## config.mk

```make
export PLATFORM = sky130hd
export DESIGN_NAME = adc_frame_shifter
export DESIGN_NICKNAME = d
export VERILOG_FILES = /design/src/rtl/adcfs_pkg.sv /design/src/rtl/adcfs_edge_detect.sv /design/src/rtl/adcfs_fall_counter.sv /design/src/rtl/adcfs_shifter.sv /design/src/rtl/adcfs_tracker.sv /design/src/rtl/adc_frame_shifter.sv
export SDC_FILE = /design/constraint.sdc
export NUM_CORES = 1
export LEC_CHECK = 0
export ABC_AREA = 1
export BUFFER_PORTS_ARGS = -buffer_cell sky130_fd_sc_hd__clkbuf_2
export CAP_MARGIN = 20
export CELL_PAD_IN_SITES_DETAIL_PLACEMENT = 2
export CELL_PAD_IN_SITES_GLOBAL_PLACEMENT = 2
export CORE_UTILIZATION = 25
export CTS_BUF_LIST = sky130_fd_sc_hd__clkbuf_4
export CTS_CLUSTER_SIZE = 20
export DETAILED_ROUTE_END_ITERATION = 8
export PLACE_DENSITY_LB_ADDON = 0.1
export SYNTH_ARGS = -nofsm -noshare
export SYNTH_HDL_FRONTEND = slang
export SYNTH_HIERARCHICAL = 1
export SYNTH_SLANG_ARGS = --single-unit
```

## constraint.sdc

```tcl
create_clock -name clk -period 3.8 [get_ports clk]
set_clock_uncertainty 0.2 [all_clocks]
set_input_delay 0.76 -clock clk [delete_from_list [all_inputs] [get_ports clk]]
set_output_delay 0.76 -clock clk [all_outputs]
set_load 0.01 [all_outputs]
```

## src/rtl/adcfs_pkg.sv

```systemverilog
package adcfs_pkg;

  // Pair of single-cycle pulses marking level changes of a sampled input.
  typedef struct packed {
    logic rise;
    logic fall;
  } edge_t;

endpackage

```

## src/rtl/adcfs_edge_detect.sv

```systemverilog
module adcfs_edge_detect #(
  parameter logic INIT = 1'b0
) (
  input  logic              clk,
  input  logic              rst,
  input  logic              din,
  output adcfs_pkg::edge_t  ev
);

  logic q;

  always_ff @(posedge clk) begin
    if (rst) q <= INIT;
    else     q <= din;
  end

  assign ev.rise = din & ~q;
  assign ev.fall = ~din & q;

endmodule

```

## src/rtl/adcfs_fall_counter.sv

```systemverilog
module adcfs_fall_counter #(
  parameter int FRAME_W = 16,
  parameter int CNT_W   = 5
) (
  input  logic             clk,
  input  logic             rst,
  input  logic             start,
  input  logic             abort,
  input  logic             active,
  input  logic             sclk_fall,
  output logic [CNT_W-1:0] cnt,
  output logic             fall_fire,
  output logic             last_fall
);

  localparam logic [CNT_W-1:0] FULL = CNT_W'(FRAME_W);
  localparam logic [CNT_W-1:0] LAST = CNT_W'(FRAME_W - 1);

  // A falling edge counts only inside an open frame and below saturation.
  assign fall_fire = active & sclk_fall & ~abort & (cnt != FULL);
  assign last_fall = fall_fire & (cnt == LAST);

  always_ff @(posedge clk) begin
    if (rst)            cnt <= '0;
    else if (start)     cnt <= '0;
    else if (fall_fire) cnt <= cnt + 1'b1;
  end

endmodule

```

## src/rtl/adcfs_shifter.sv

```systemverilog
module adcfs_shifter #(
  parameter int DATA_W = 12,
  parameter int LEAD_W = 4
) (
  input  logic              clk,
  input  logic              rst,
  input  logic              start,
  input  logic              abort,
  input  logic              fall_fire,
  input  logic              last_fall,
  input  logic              blank,
  input  logic [DATA_W-1:0] sample,
  output logic              sdo,
  output logic              sdo_oe
);

  localparam int FRAME_W = DATA_W + LEAD_W;

  logic [FRAME_W-1:0] sh;
  logic               oe_q;

  always_ff @(posedge clk) begin
    if (rst) begin
      sh   <= '0;
      oe_q <= 1'b0;
    end else if (start) begin
      sh   <= blank ? '0 : {{LEAD_W{1'b0}}, sample};
      oe_q <= 1'b1;
    end else if (abort) begin
      sh   <= '0;
      oe_q <= 1'b0;
    end else if (fall_fire) begin
      sh <= {sh[FRAME_W-2:0], 1'b0};
      if (last_fall) oe_q <= 1'b0;
    end
  end

  // After the final shift the register holds only zeros, so sdo is 0 when disabled.
  assign sdo    = sh[FRAME_W-1];
  assign sdo_oe = oe_q;

endmodule

```

## src/rtl/adcfs_tracker.sv

```systemverilog
module adcfs_tracker #(
  parameter int CNT_W    = 5,
  parameter int ACQ_EDGE = 13
) (
  input  logic             clk,
  input  logic             rst,
  input  logic             start,
  input  logic             cs_rise,
  input  logic             sclk_rise,
  input  logic             last_fall,
  input  logic [CNT_W-1:0] cnt,
  output logic             active,
  output logic             converting,
  output logic             acquiring,
  output logic             data_invalid
);

  localparam logic [CNT_W-1:0] ACQ_CNT = CNT_W'(ACQ_EDGE);

  always_ff @(posedge clk) begin
    if (rst) begin
      active       <= 1'b0;
      converting   <= 1'b0;
      acquiring    <= 1'b0;
      data_invalid <= 1'b0;
    end else if (start) begin
      active     <= 1'b1;
      converting <= 1'b1;
      acquiring  <= 1'b0;
    end else if (cs_rise && active) begin
      active       <= 1'b0;
      converting   <= 1'b0;
      data_invalid <= ~acquiring;
    end else begin
      if (last_fall) converting <= 1'b0;
      if (active && sclk_rise && (cnt >= ACQ_CNT)) acquiring <= 1'b1;
    end
  end

endmodule

```

## src/rtl/adc_frame_shifter.sv

```systemverilog
module adc_frame_shifter #(
  parameter int DATA_W   = 12,
  parameter int LEAD_W   = 4,
  parameter int ACQ_EDGE = 13
) (
  input  logic              clk,
  input  logic              rst,
  input  logic              cs_n,
  input  logic              sclk,
  input  logic [DATA_W-1:0] sample,
  output logic              sdo,
  output logic              sdo_oe,
  output logic              converting,
  output logic              acquiring,
  output logic              data_invalid
);

  localparam int FRAME_W = DATA_W + LEAD_W;
  localparam int CNT_W   = $clog2(FRAME_W + 1);

  adcfs_pkg::edge_t cs_ev;
  adcfs_pkg::edge_t sclk_ev;
  logic             active;
  logic             abort;
  logic [CNT_W-1:0] cnt;
  logic             fall_fire;
  logic             last_fall;

  adcfs_edge_detect #(.INIT(1'b1)) u_cs_edge (
    .clk (clk),
    .rst (rst),
    .din (cs_n),
    .ev  (cs_ev)
  );

  adcfs_edge_detect #(.INIT(1'b0)) u_sclk_edge (
    .clk (clk),
    .rst (rst),
    .din (sclk),
    .ev  (sclk_ev)
  );

  assign abort = cs_ev.rise & active;

  adcfs_fall_counter #(.FRAME_W(FRAME_W), .CNT_W(CNT_W)) u_count (
    .clk       (clk),
    .rst       (rst),
    .start     (cs_ev.fall),
    .abort     (abort),
    .active    (active),
    .sclk_fall (sclk_ev.fall),
    .cnt       (cnt),
    .fall_fire (fall_fire),
    .last_fall (last_fall)
  );

  adcfs_shifter #(.DATA_W(DATA_W), .LEAD_W(LEAD_W)) u_shift (
    .clk       (clk),
    .rst       (rst),
    .start     (cs_ev.fall),
    .abort     (abort),
    .fall_fire (fall_fire),
    .last_fall (last_fall),
    .blank     (data_invalid),
    .sample    (sample),
    .sdo       (sdo),
    .sdo_oe    (sdo_oe)
  );

  adcfs_tracker #(.CNT_W(CNT_W), .ACQ_EDGE(ACQ_EDGE)) u_track (
    .clk          (clk),
    .rst          (rst),
    .start        (cs_ev.fall),
    .cs_rise      (cs_ev.rise),
    .sclk_rise    (sclk_ev.rise),
    .last_fall    (last_fall),
    .cnt          (cnt),
    .active       (active),
    .converting   (converting),
    .acquiring    (acquiring),
    .data_invalid (data_invalid)
  );

endmodule

```

==> flow_metrics.env <==
export IMPL_hpwl_mm=2.91
export IMPL_path_clk_slew_ps=170
export IMPL_ys_seq_area_share_pct=38.9
export IMPL_grt_util_all_layers_pct=13.0
export IMPL_place_inst=296
export IMPL_largest_register_ffs=16
export IMPL_yosys_area_top_type="dfxtp_1"
export IMPL_setup_viol=0
export IMPL_p_comb_share_pct=13.1
export IMPL_p_switching_w=0.000154
export IMPL_yosys_warnings=6
export IMPL_final_core_util_pct=29.4
export IMPL_crit_arrival_ps=2160
export IMPL_synth_cells=209
export IMPL_final_nets=248
export IMPL_avgSynthCellArea_um2=6.89
export IMPL_final_cell_mix="nand2_1, nor2_1, dfxtp_1"
export IMPL_clk_path_buf_depth=2
export IMPL_grt_max_degree=17
export IMPL_grt_setup_unrepaired="false"
export IMPL_portBuffers=20
export IMPL_finalCriticalPeriod_ps=2070
export IMPL_cts_resized=0
export IMPL_root_buffer="clkbuf_4"
export IMPL_htreeDepth=1
export IMPL_final_area_um2=1630
export IMPL_hold_path_class="reg -> reg"
export IMPL_syn_cell_area_um2=1440
export IMPL_rows=27
export IMPL_initial_core_util_pct=26.0
export IMPL_slew_headroom_pct=57.0
export IMPL_switching_share_pct=25.7
export IMPL_layout_drive_gt1_share_pct=19.7
export IMPL_cts_made_buffers=3
export IMPL_clock_sinks=28
export IMPL_cap_violations=0
export IMPL_synth_seq_cells=28
export IMPL_num_vias=1309
export IMPL_clk_latency_ps=340
export IMPL_slew_violations=0
export IMPL_critical_path_class="in -> reg"
export IMPL_ant_nets=0
export IMPL_worst_slack_ps=1730
export IMPL_clock_fmax_mhz=482
export IMPL_drt_iter0_drc=49
export IMPL_grt_pass1_vias=1396
export IMPL_postCtsSetupRepairBufs=0
export IMPL_fin_cells=300
export IMPL_diodes=0
export IMPL_top_regs="u_shift/sh: 16 flops, u_count/cnt: 5 flops"
export IMPL_first_pass_iters=4
export IMPL_fin_tns_setup_ps=0
export IMPL_gp_congestion=0.698
export IMPL_period_share_pct=54.6
export IMPL_dp_slack_ps=1320
export IMPL_dieArea_um2=6070
export IMPL_coreArea_um2=5540
export IMPL_cts_tree="done"
export IMPL_boundaryPins=21
export IMPL_worstPathMaxFanout=13
export IMPL_wl_per_cell_um=12.2
export IMPL_largest_register="u_shift/sh"
export IMPL_tightest_slew_ps=642
export IMPL_peakVddDrop_mv=0.195
export IMPL_pwr_share_clk_pct=33.6
export IMPL_status="finished, final reports clean"
export IMPL_dieHeight_um=77.9
export IMPL_power_frac_seq_pct=53.3
export IMPL_layout_commonest_cell="nand2_1"
export IMPL_wl_mm=3.65
export IMPL_globalRouteOverflowTotal=0
export IMPL_leakage_nw=0.779
export IMPL_antenna_found_initial=0
export IMPL_drc=0
export IMPL_p_int_w=0.000445
export IMPL_synthTopCellsByArea="dfxtp_1, nand2_1, nor2_1"
export IMPL_postCtsHoldBufs=0
export IMPL_final_hold_violation_count=0
export IMPL_yosysUniqueCellTypes=28
export IMPL_required_ps=3890
export IMPL_start_kind="input port"
export IMPL_syn_num_nets=228
export IMPL_power_density_nw_per_um2=368
export IMPL_synth_top_area_share_pct=38.9
export IMPL_grt_first_pass_wirelength_mm=6.27
export IMPL_fp_dieW_um=77.9
export IMPL_viasPerCell=4.36
export IMPL_critPathCaptureType="flop"
export IMPL_syn2layout_area_growth_pct=13.1
export IMPL_placed_area_um2=1580
power groups by stage:
| stage | Combinational [W] | Sequential (W) | Clock [W] |
|---|---|---|---|
| 6_report | 0.0000784 | 0.000319 | 0.000202 |
| 3_3_place_gp | 0.0000775 | 0.000326 | 0 |
| 5_1_grt | 0.0000906 | 0.000322 | 0.000228 |
| 4_1_cts | 0.0000816 | 0.000320 | 0.000216 |
| 2_1_floorplan | 0.0000624 | 0.000324 | 0 |
| 3_5_place_dp | 0.0000811 | 0.000326 | 0 |
critical path, cell delays in order:
cell,delay (ps)
clkbuf_2,90
inv_1,50
nor2_1,170
nand2_1,80
inv_1,160
nand3b_4,190
nor2_8,60
inv_2,100
nand2_4,130
inv_4,170
nand2_1,70
a21oi_1,110
Yosys cell counts:
master / n
buf_4: 1
nand3_1: 1
nor2_2: 2
inv_1: 22
nor3_1: 1
o21ai_0: 4
nand4_1: 1
nand3b_4: 1
clkbuf_1: 1
or2_2: 2
nand2_1: 61
inv_2: 3
ha_1: 3
or2_1: 1
nor2_4: 3
o21bai_1: 1
nor2_1: 39
nand2_2: 5
a21oi_1: 11
and3_2: 1
nor2_8: 1
buf_6: 2
buf_12: 1
o21ai_1: 10
nand2_4: 1
dfxtp_1: 28
a21oi_2: 1
inv_4: 1
through the flow:
stage               total power [W]  hold slack (ps)
global route               0.000640              312
floorplan                  0.000386              233
CTS                        0.000617              290
detailed placement         0.000407              267
finish                     0.000599              284
global placement           0.000403              249
logic make-up (layout without fill, tap and decap cells):
logic type               Yosys count  in the layout  synth area share (%)
AND/OR/NAND/NOR                  120            120                  38.0
adder cells (fa/ha/maj)            3              3                  2.61
AO/OA/AOI/OAI                     27             27                  9.82
buffers and inverters             31             50                  10.7
flip-flops                        28             28                  38.9
area by class of cell:
class / instances / area [um2]
Clock inverter: 1 / 30.0
Timing Repair Buffer: 20 / 100
Sequential cell: 28 / 561
Clock buffer: 3 / 22.5
Inverter: 26 / 100
Tap cell: 72 / 90.1
Multi-Input combinational cell: 150 / 726
Fill cell: 705 / 3910
path summary, 6_finish.rpt:
kind,startpoint,to,slack [ps],cells after the start
min reg2reg,u_shift/sh[14],u_shift/sh[15],280,2
max reg2reg,u_count/cnt[0],u_shift/sh[10],1880,10
min,u_shift/sh[14],u_shift/sh[15],280,2
max,cs_n,u_shift/sh[0],1730,12
routing by layer:
| metal | routed length [um] | vias up | track usage (%) |
|---|---|---|---|
| li1 | - | 674 | - |
| met2 | 1850 | 12 | 23.1 |
| met4 | 21 | 0 | 3.89 |
| met1 | 1700 | 621 | 16.3 |
| met5 | 0 | - | 0 |
| met3 | 76 | 2 | 1.76 |
Power figures use the tool's default switching activity.
